## config.mk

```make
export PLATFORM = sky130hd
export DESIGN_NAME = wprot_seq
export DESIGN_NICKNAME = d
export VERILOG_FILES = /design/src/rtl/swp_pkg.sv /design/src/rtl/swp_window.sv /design/src/rtl/swp_matcher.sv /design/src/rtl/swp_gate.sv /design/src/rtl/wprot_seq.sv
export SDC_FILE = /design/constraint.sdc
export NUM_CORES = 1
export LEC_CHECK = 0
export BUFFER_PORTS_ARGS = -buffer_cell sky130_fd_sc_hd__buf_4
export CAP_MARGIN = 20
export CORE_MARGIN = 2
export CORE_UTILIZATION = 45
export DETAILED_ROUTE_END_ITERATION = 12
export GPL_ROUTABILITY_DRIVEN = 0
export PLACE_DENSITY = 0.68
export SLEW_MARGIN = 20
export SYNTH_ARGS = -nofsm -noshare
export SYNTH_HDL_FRONTEND = slang
export SYNTH_HIERARCHICAL = 1
export SYNTH_SLANG_ARGS = --single-unit
export TNS_END_PERCENT = 1
```

## constraint.sdc

```tcl
create_clock -name clk -period 4.95 [get_ports clk]
set_input_delay 0.99 -clock clk [delete_from_list [all_inputs] [get_ports clk]]
set_output_delay 0.99 -clock clk [all_outputs]
set_load 0.02 [all_outputs]
```

## src/rtl/swp_pkg.sv

```systemverilog
package swp_pkg;

  typedef enum logic [1:0] {
    WS_IDLE = 2'd0,
    WS_LOAD = 2'd1,
    WS_PROG = 2'd2
  } win_state_e;

  // bits needed to count 0 .. n-1
  function automatic int unsigned cnt_w(input int unsigned n);
    return (n < 2) ? 1 : $clog2(n);
  endfunction

  // protection may be bypassed when clear or when the window is unlocked
  function automatic logic may_pass(input logic prot, input logic unlocked);
    return !prot || unlocked;
  endfunction

endpackage

```

## src/rtl/swp_window.sv

```systemverilog
module swp_window
  import swp_pkg::*;
#(
  parameter int unsigned LOAD_TO  = 8,
  parameter int unsigned PROG_CYC = 20
) (
  input  logic clk,
  input  logic rst_n,
  input  logic power_cycle,
  input  logic wr_valid,
  output logic wr_acc,
  output logic win_close,
  output logic prog_done,
  output logic busy
);
  localparam int unsigned LW = cnt_w(LOAD_TO);
  localparam int unsigned PW = cnt_w(PROG_CYC);

  win_state_e    st_q;
  logic [LW-1:0] idle_q;
  logic [PW-1:0] prog_q;

  assign busy      = (st_q == WS_PROG);
  assign wr_acc    = wr_valid && !busy && !power_cycle;
  assign win_close = (st_q == WS_LOAD) && !wr_acc && !power_cycle &&
                     (idle_q == LW'(LOAD_TO - 1));
  assign prog_done = busy && !power_cycle && (prog_q == PW'(PROG_CYC - 1));

  always_ff @(posedge clk or negedge rst_n) begin
    if (!rst_n) begin
      st_q   <= WS_IDLE;
      idle_q <= '0;
      prog_q <= '0;
    end else if (power_cycle) begin
      st_q   <= WS_IDLE;
      idle_q <= '0;
      prog_q <= '0;
    end else if (wr_acc) begin
      st_q   <= WS_LOAD;
      idle_q <= '0;
    end else if (win_close) begin
      st_q   <= WS_PROG;
      idle_q <= '0;
      prog_q <= '0;
    end else if (st_q == WS_LOAD) begin
      idle_q <= idle_q + 1'b1;
    end else if (prog_done) begin
      st_q   <= WS_IDLE;
      prog_q <= '0;
    end else if (busy) begin
      prog_q <= prog_q + 1'b1;
    end
  end

  // a closing window always hands over to a programming period
  p_close_starts_busy_r8 : assert property (@(posedge clk) disable iff (!rst_n)
    win_close |=> busy);

  // busy ends only through its own completion or a power cycle
  p_busy_end_r12 : assert property (@(posedge clk) disable iff (!rst_n)
    ($fell(busy) && !$past(power_cycle)) |-> $past(prog_done));

  // a power cycle always leaves the block idle
  p_pwr_idle_r10 : assert property (@(posedge clk) disable iff (!rst_n)
    power_cycle |=> !busy);

endmodule

```

## src/rtl/swp_matcher.sv

```systemverilog
module swp_matcher #(
  parameter int unsigned AW      = 16,
  parameter int unsigned DW      = 8,
  parameter int unsigned EN_LEN  = 3,
  parameter int unsigned DIS_LEN = 6,
  parameter logic [EN_LEN*AW-1:0]  EN_ADDR  = {16'h5555, 16'h2AAA, 16'h5555},
  parameter logic [EN_LEN*DW-1:0]  EN_DATA  = {8'hA0, 8'h55, 8'hAA},
  parameter logic [DIS_LEN*AW-1:0] DIS_ADDR = {16'h5555, 16'h2AAA, 16'h5555,
                                               16'h5555, 16'h2AAA, 16'h5555},
  parameter logic [DIS_LEN*DW-1:0] DIS_DATA = {8'h20, 8'h55, 8'hAA,
                                               8'h80, 8'h55, 8'hAA}
) (
  input  logic          clk,
  input  logic          rst_n,
  input  logic          clear,
  input  logic          wr_acc,
  input  logic          gate_off,
  input  logic [AW-1:0] addr,
  input  logic [DW-1:0] data,
  output logic          cmd_hit,
  output logic          en_done,
  output logic          dis_done
);
  localparam int unsigned MAXL = (EN_LEN > DIS_LEN) ? EN_LEN : DIS_LEN;
  localparam int unsigned SW   = $clog2(MAXL + 1);

  logic [SW-1:0] step_q;
  logic          en_live_q, dis_live_q;
  logic [31:0]   k_cur;
  logic          en_hit, dis_hit;

  // step k of the enable sequence (slice k, step 0 in the low slice)
  function automatic logic en_step_eq(input int unsigned k,
                                      input logic [AW-1:0] a,
                                      input logic [DW-1:0] d);
    int unsigned j;
    j = k % EN_LEN;
    return (a == EN_ADDR[j*AW +: AW]) && (d == EN_DATA[j*DW +: DW]);
  endfunction

  function automatic logic dis_step_eq(input int unsigned k,
                                       input logic [AW-1:0] a,
                                       input logic [DW-1:0] d);
    int unsigned j;
    j = k % DIS_LEN;
    return (a == DIS_ADDR[j*AW +: AW]) && (d == DIS_DATA[j*DW +: DW]);
  endfunction

  assign k_cur = 32'(step_q);

  always_comb begin
    en_hit   = wr_acc && !gate_off && en_live_q && (k_cur < EN_LEN) &&
               en_step_eq(k_cur, addr, data);
    dis_hit  = wr_acc && !gate_off && dis_live_q && (k_cur < DIS_LEN) &&
               dis_step_eq(k_cur, addr, data);
    cmd_hit  = en_hit || dis_hit;
    en_done  = en_hit && (k_cur == EN_LEN - 1);
    dis_done = dis_hit && (k_cur == DIS_LEN - 1);
  end

  always_ff @(posedge clk or negedge rst_n) begin
    if (!rst_n) begin
      step_q     <= '0;
      en_live_q  <= 1'b1;
      dis_live_q <= 1'b1;
    end else if (clear) begin
      step_q     <= '0;
      en_live_q  <= 1'b1;
      dis_live_q <= 1'b1;
    end else if (wr_acc && !gate_off) begin
      if (!cmd_hit || en_done || dis_done) begin
        step_q     <= '0;
        en_live_q  <= 1'b1;
        dis_live_q <= 1'b1;
      end else begin
        step_q     <= step_q + 1'b1;
        en_live_q  <= en_hit;
        dis_live_q <= dis_hit;
      end
    end
  end

  // a write that breaks the sequence sends the matcher back to step one
  p_abort_restart_r7 : assert property (@(posedge clk) disable iff (!rst_n)
    (wr_acc && !gate_off && !cmd_hit && !clear) |=> (step_q == '0));

  // a partial match always has at least one candidate sequence alive
  p_live_partial_r7 : assert property (@(posedge clk) disable iff (!rst_n)
    (step_q != '0) |-> (en_live_q || dis_live_q));

  // clearing always returns to step one
  p_clear_r10 : assert property (@(posedge clk) disable iff (!rst_n)
    clear |=> (step_q == '0));

endmodule

```

## src/rtl/swp_gate.sv

```systemverilog
module swp_gate
  import swp_pkg::*;
#(
  parameter int unsigned AW = 16,
  parameter int unsigned DW = 8
) (
  input  logic          clk,
  input  logic          rst_n,
  input  logic          power_cycle,
  input  logic          wr_valid,
  input  logic          busy,
  input  logic          wr_acc,
  input  logic          cmd_hit,
  input  logic          en_done,
  input  logic          dis_done,
  input  logic          prog_done,
  input  logic [AW-1:0] addr,
  input  logic [DW-1:0] data,
  output logic          unlocked,
  output logic          prot_on,
  output logic          fwd_valid,
  output logic [AW-1:0] fwd_addr,
  output logic [DW-1:0] fwd_data
);
  logic unl_q, pend_en_q, pend_dis_q, prot_q;
  logic data_wr, pass_now;

  assign data_wr  = wr_acc && !cmd_hit;
  assign pass_now = data_wr && may_pass(prot_q, unl_q);
  assign unlocked = unl_q;
  assign prot_on  = prot_q;

  always_ff @(posedge clk or negedge rst_n) begin
    if (!rst_n) begin
      unl_q      <= 1'b0;
      pend_en_q  <= 1'b0;
      pend_dis_q <= 1'b0;
      prot_q     <= 1'b0;
    end else if (power_cycle) begin
      unl_q      <= 1'b0;
      pend_en_q  <= 1'b0;
      pend_dis_q <= 1'b0;
    end else if (prog_done) begin
      if (pend_en_q)  prot_q <= 1'b1;
      if (pend_dis_q) prot_q <= 1'b0;
      unl_q      <= 1'b0;
      pend_en_q  <= 1'b0;
      pend_dis_q <= 1'b0;
    end else if (en_done) begin
      unl_q      <= 1'b1;
      pend_en_q  <= 1'b1;
      pend_dis_q <= 1'b0;
    end else if (dis_done) begin
      unl_q      <= 1'b1;
      pend_dis_q <= 1'b1;
      pend_en_q  <= 1'b0;
    end
  end

  always_ff @(posedge clk or negedge rst_n) begin
    if (!rst_n) begin
      fwd_valid <= 1'b0;
      fwd_addr  <= '0;
      fwd_data  <= '0;
    end else begin
      fwd_valid <= pass_now;
      if (pass_now) begin
        fwd_addr <= addr;
        fwd_data <= data;
      end
    end
  end

  // command writes never reach the array
  p_cmd_swallowed_r2 : assert property (@(posedge clk) disable iff (!rst_n)
    (wr_acc && cmd_hit) |=> !fwd_valid);

  // the protection bit moves only when a programming period completes
  p_prot_at_prog_end_r3 : assert property (@(posedge clk) disable iff (!rst_n)
    !$stable(prot_q) |-> $past(prog_done));

  // a write offered during busy yields nothing
  p_busy_drop_r9 : assert property (@(posedge clk) disable iff (!rst_n)
    (wr_valid && busy) |=> !fwd_valid);

  // a power cycle leaves the protection bit where it was
  p_pwr_keeps_prot_r10 : assert property (@(posedge clk) disable iff (!rst_n)
    power_cycle |=> $stable(prot_q));

  // forwarded beats carry the address and data of the previous cycle
  p_fwd_echo_r11 : assert property (@(posedge clk) disable iff (!rst_n)
    fwd_valid |-> (fwd_addr == $past(addr) && fwd_data == $past(data)));

endmodule

```

## src/rtl/wprot_seq.sv

```systemverilog
module wprot_seq #(
  parameter int unsigned AW       = 16,
  parameter int unsigned DW       = 8,
  parameter int unsigned LOAD_TO  = 8,
  parameter int unsigned PROG_CYC = 20,
  parameter int unsigned EN_LEN   = 3,
  parameter int unsigned DIS_LEN  = 6,
  parameter logic [EN_LEN*AW-1:0]  EN_ADDR  = {16'h5555, 16'h2AAA, 16'h5555},
  parameter logic [EN_LEN*DW-1:0]  EN_DATA  = {8'hA0, 8'h55, 8'hAA},
  parameter logic [DIS_LEN*AW-1:0] DIS_ADDR = {16'h5555, 16'h2AAA, 16'h5555,
                                               16'h5555, 16'h2AAA, 16'h5555},
  parameter logic [DIS_LEN*DW-1:0] DIS_DATA = {8'h20, 8'h55, 8'hAA,
                                               8'h80, 8'h55, 8'hAA}
) (
  input  logic          clk,
  input  logic          rst_n,
  input  logic          power_cycle,
  input  logic          wr_valid,
  input  logic [AW-1:0] wr_addr,
  input  logic [DW-1:0] wr_data,
  output logic          fwd_valid,
  output logic [AW-1:0] fwd_addr,
  output logic [DW-1:0] fwd_data,
  output logic          busy,
  output logic          prot_on
);
  logic wr_acc, win_close, prog_done;
  logic cmd_hit, en_done, dis_done, unlocked;
  logic match_clear;

  assign match_clear = power_cycle || win_close;

  swp_window #(
    .LOAD_TO  (LOAD_TO),
    .PROG_CYC (PROG_CYC)
  ) u_window (
    .clk         (clk),
    .rst_n       (rst_n),
    .power_cycle (power_cycle),
    .wr_valid    (wr_valid),
    .wr_acc      (wr_acc),
    .win_close   (win_close),
    .prog_done   (prog_done),
    .busy        (busy)
  );

  swp_matcher #(
    .AW       (AW),
    .DW       (DW),
    .EN_LEN   (EN_LEN),
    .DIS_LEN  (DIS_LEN),
    .EN_ADDR  (EN_ADDR),
    .EN_DATA  (EN_DATA),
    .DIS_ADDR (DIS_ADDR),
    .DIS_DATA (DIS_DATA)
  ) u_matcher (
    .clk      (clk),
    .rst_n    (rst_n),
    .clear    (match_clear),
    .wr_acc   (wr_acc),
    .gate_off (unlocked),
    .addr     (wr_addr),
    .data     (wr_data),
    .cmd_hit  (cmd_hit),
    .en_done  (en_done),
    .dis_done (dis_done)
  );

  swp_gate #(
    .AW (AW),
    .DW (DW)
  ) u_gate (
    .clk         (clk),
    .rst_n       (rst_n),
    .power_cycle (power_cycle),
    .wr_valid    (wr_valid),
    .busy        (busy),
    .wr_acc      (wr_acc),
    .cmd_hit     (cmd_hit),
    .en_done     (en_done),
    .dis_done    (dis_done),
    .prog_done   (prog_done),
    .addr        (wr_addr),
    .data        (wr_data),
    .unlocked    (unlocked),
    .prot_on     (prot_on),
    .fwd_valid   (fwd_valid),
    .fwd_addr    (fwd_addr),
    .fwd_data    (fwd_data)
  );

endmodule

```

==> out/qor_table.md <==
| Step | Result | Reported |
|:---|:---|:---|
| layout | Final design utilization | 56.5% |
| clocking | Clock-pin transition on the worst setup and hold timing paths | 80 ps |
| clocking | CTS Hold Bufs | 0 |
| layout | Antenna Diode Count | 0 |
| yosys | Area contributors post-synth | sky130_fd_sc_hd__dfrtp_1 (41%), sky130_fd_sc_hd__mux2_2 (11%), sky130_fd_sc_hd__ha_1 (3.9%) |
| sta | Time the final worst path needs with I/O delays and setup | 4310 ps |
| yosys | Cell area after synthesis | 0.00256 mm2 |
| status | Result of the run | complete, no violations |
| route | Total Wirelength | 5.76 mm |
| clocking | Number of buffers inserted to repair setup after CTS | 0 |
| layout | # fillers | 488 |
| route | Post-detailed-route DRC marker count | 0 |
| worst hold path | Count of cells along the worst hold path | 1 |
| global routing | Via count of the first global-routing pass | 1,939 |
| sta | Final Hold Vio Count | 0 |
| critical path | Cell with the biggest individual delay on the critical path | sky130_fd_sc_hd__dfrtp_1 |
| sta | Final count of pins violating max slew | 0 |
| yosys | Leading register cell type out of synthesis | sky130_fd_sc_hd__dfrtp_1 |
| power | Largest vdd supply drop | 170 uV |
| yosys | Number of distinct standard cells referenced by the synthesized netlist | 62 |
| yosys | Dominant cell type by area after synthesis | sky130_fd_sc_hd__dfrtp_1 |
| power | PD cells | 255 mW/mm2 |
| clocking | CTS root buf | sky130_fd_sc_hd__clkbuf_8 |
| power | Leakage | 0.00139 uW |
| global routing | Number of antenna violations at the first check in global routing | 0 |
| critical path | Top fanout value on the critical path | 25 |
| layout | Number of nets in the finished design | 334 |
| clocking | CTS tree | done |
| critical path | Critical Path Max Stage Delay | 630 ps |
| route | ANT nets after route | 0 |
| route | Detailed-route vias per instance | 5.52 |
| critical path | Arrival time at the worst endpoint | 4490 ps |
| floorplan | Area of the core | 0.00551 mm2 |
| critical path | Combined buffer and inverter count along the critical path | 2 |
| critical path | Register-to-Register Path Depth | 15 |
| clocking | Post-cts repair resize count | 0 |
| critical path | Critical path capture point type | flip-flop |
| clocking | Clock sink count | 44 |
| yosys | Instance count of the mapped netlist | 240 |
| yosys | Syn. warnings | 6 |
| sta | Setup TNS | 0 ps |
| critical path | Most common cell type on the critical path | sky130_fd_sc_hd__ha_1 |
| floorplan | X dimension of the die | 79.4 um |
| route | Count of TritonRoute iterations in the first routing pass | 5 |
| place | Placed Area | 0.00302 mm2 |
| yosys | Share of the synthesized area in the top cell type | 41.1% |
| yosys | Sequential cell area fraction in the yosys report | 43.1% |
| sta | Setup repair after global routing missed its margin | no |
| sta | Endpoints failing setup | 0 |
| run | Count of max-cap constraint violations | 0 |
| critical path | Levels on crit path | 15 |
| floorplan | Total die area | 0.00631 mm2 |
| route | Wirelength per Cell | 15.6 um |
| clocking | H-tree levels | 2 |
| layout | Area growth syn-to-layout | 21.6% |
| clocking | Clk_lat worst skew | 300 ps |
| layout | Fraction of final layout cells sized beyond drive strength 1 | 35.6% |
| global routing | Largest net degree at the start of global routing | 45 |
| yosys | Ys async rst share | 100% |
| worst hold path | Path category of the worst min-delay check | flip-flop to flip-flop |
| floorplan | IO Count | 55 |
| sta | Achievable Freq | 232 MHz |
| global routing | Global-route wire length before repair | 9.26 mm |
| sta | Post-route clock period utilization | 87.0% |
| floorplan | Initial Utilization | 46.5% |
| yosys | Number of flip-flops and latches in the synthesized netlist | 44 |
| sta | Transition at the pin with the smallest max-transition slack | 559 ps |
| floorplan | Row count | 27 |
| global routing | Remaining global-route overflow | 0 |
| critical path | Delay-heaviest family, CP | compound AO/OA/AOI/OAI gates |
| clocking | Number of buffers inserted during clock tree synthesis | 5 |
| critical path | Startpoint-to-endpoint class of the critical path | flip-flop to flip-flop |
| sta | Final worst hold slack | 454 ps |
| place | Hpwl dp | 4.32 mm |
| layout | Post-route design area | 0.00311 mm2 |
| sta | Headroom to the max-slew limit | 62.8% |
| yosys | Avg Synthesized Cell Area | 10.7 um2 |
| clocking | Number of buffers on the longest clock path | 2 |
| yosys | Post-synth net total | 277 |
| yosys | Number of enable flip-flop cells after synthesis | 0 |
| sta | Clock tree skew after final layout | 8.03 ps |
| global routing | Overall track demand over capacity in global routing | 19.1% |
| critical path | Cell Chain, Critical Path | inv_1 -> ha_1 -> nand2_1 -> o21ai_0 -> ha_1 -> ha_1 -> nand3b_1 -> mux2i_2 -> a211oi_4 -> nor4bb_1 -> a211oi_1 -> o21ai_0 -> nor3b_4 -> buf_4 -> mux2_2 |
| route | Vias | 2,043 |
| critical path | Critical Path Start Type | flip-flop |
| critical path | Required time of the critical path | 5140 ps |
| floorplan | Height of the chip | 79.4 um |
| place | Number of I/O port buffers | 54 |
| route | Violation count after the first detailed-route iteration | 87 |
through the flow:
stage               worst slack, ps  std cells  power, uW
global route                    328        370        833
global placement                790        362        580
finish                          642        370        795
detailed placement              686        362        582
floorplan                      1360        240        494
CTS                             656        370        812
state kept, by name, summed over array words and instances, names as in the netlist:
signal / count
u_window/prog_q: 5
u_gate/unlocked: 1
u_window/st_q: 2
u_matcher/dis_live_q: 1
u_gate/prot_on: 1
u_gate/fwd_data: 8
u_gate/fwd_valid: 1
u_matcher/en_live_q: 1
u_gate/pend_en_q: 1
u_window/idle_q: 3
u_matcher/step_q: 3
u_gate/pend_dis_q: 1
u_gate/fwd_addr: 16
layout make-up:
type	count	area, um2	area share, %
flip-flops and latches	44	1100	35.5
multi-input cells	178	1370	43.9
well taps	72	90.1	2.90
clock inverters	3	18.8	0.603
inverters	12	45.0	1.45
clock buffers	5	68.8	2.21
repair buffers	56	420	13.5
synth_stat cells, types with 2 or more instances:
library cell and instances:
sky130_fd_sc_hd__nand2b_1 3, sky130_fd_sc_hd__or3_1 4, sky130_fd_sc_hd__dfrtp_1 42, sky130_fd_sc_hd__nor2_1 12, sky130_fd_sc_hd__o21ai_0 11, sky130_fd_sc_hd__or4_1 2, sky130_fd_sc_hd__a21o_1 3, sky130_fd_sc_hd__dfstp_2 2
sky130_fd_sc_hd__nand4_1 5, sky130_fd_sc_hd__inv_1 10, sky130_fd_sc_hd__buf_6 3, sky130_fd_sc_hd__or2_2 2, sky130_fd_sc_hd__xor2_1 2, sky130_fd_sc_hd__a21oi_1 17, sky130_fd_sc_hd__nor3b_1 3, sky130_fd_sc_hd__mux2_2 24
sky130_fd_sc_hd__and2_1 2, sky130_fd_sc_hd__a211o_1 2, sky130_fd_sc_hd__a211oi_1 2, sky130_fd_sc_hd__nor2b_1 6, sky130_fd_sc_hd__o2111a_1 2, sky130_fd_sc_hd__inv_2 2, sky130_fd_sc_hd__ha_1 8, sky130_fd_sc_hd__nand2_1 12
sky130_fd_sc_hd__nor3_1 8, sky130_fd_sc_hd__nand3b_1 4, sky130_fd_sc_hd__nor4_1 4, sky130_fd_sc_hd__nand3_1 4, sky130_fd_sc_hd__mux2i_1 4, sky130_fd_sc_hd__o221ai_1 2, sky130_fd_sc_hd__o31ai_1 2
logic make-up after synthesis:
family | share of synthesized area (%)
AND/OR/NAND/NOR | 20.8
adder cells (fa/ha/maj) | 4.69
flip-flops | 43.1
AO/OA/AOI/OAI | 13.5
multiplexers | 13.2
buffers and inverters | 3.57
XOR/XNOR | 1.03
path summary, 6_finish.rpt:
kind | startpoint | end | slack, ps
max | u_matcher/step_q[0] | u_gate/fwd_addr[8] | 640
min | u_gate/pend_dis_q | u_gate/prot_on | 450
max reg2reg | u_matcher/step_q[0] | u_gate/fwd_addr[8] | 640
min reg2reg | u_gate/pend_dis_q | u_gate/prot_on | 450
max in group asynchronous | rst_n | u_matcher/dis_live_q | 3890
min in group asynchronous | rst_n | u_gate/fwd_addr[10] | 670
cell usage in the layout, fill, tap and decap left out, types with 3 or more instances in the layout:
master,n
sky130_fd_sc_hd__buf_4,56
sky130_fd_sc_hd__dfrtp_1,42
sky130_fd_sc_hd__mux2_2,24
sky130_fd_sc_hd__a21oi_1,17
sky130_fd_sc_hd__nor2_1,12
sky130_fd_sc_hd__nand2_1,12
sky130_fd_sc_hd__o21ai_0,11
sky130_fd_sc_hd__inv_1,10
sky130_fd_sc_hd__nor3_1,8
sky130_fd_sc_hd__ha_1,8
sky130_fd_sc_hd__nor2b_1,6
sky130_fd_sc_hd__clkbuf_8,5
sky130_fd_sc_hd__nand4_1,5
sky130_fd_sc_hd__nor4_1,4
sky130_fd_sc_hd__or3_1,4
sky130_fd_sc_hd__nand3_1,4
sky130_fd_sc_hd__mux2i_1,4
sky130_fd_sc_hd__nand3b_1,4
sky130_fd_sc_hd__nand2b_1,3
sky130_fd_sc_hd__nor3b_1,3
sky130_fd_sc_hd__a21o_1,3
report_power, final:
part           internal, uW  total, uW  switching (uW)  leakage (uW)
clock                  98.3        221             123     0.0000479
sequential              390        408            18.2      0.000551
combinational          81.0        165            84.4      0.000789
total                   569        795             226       0.00139
routing by layer:
metal  track usage (%)  routed length [um]  share of wire [%]  vias to the layer above
met5                 0                   0                  0                        -
met4              8.28                 102                1.8                        0
li1                  -                   -                  -                     1005
met3              2.83                 190                3.3                        7
met2              31.4                2820                 49                       43
met1              25.1                2650                 46                      988
Power figures use the tool's default switching activity.
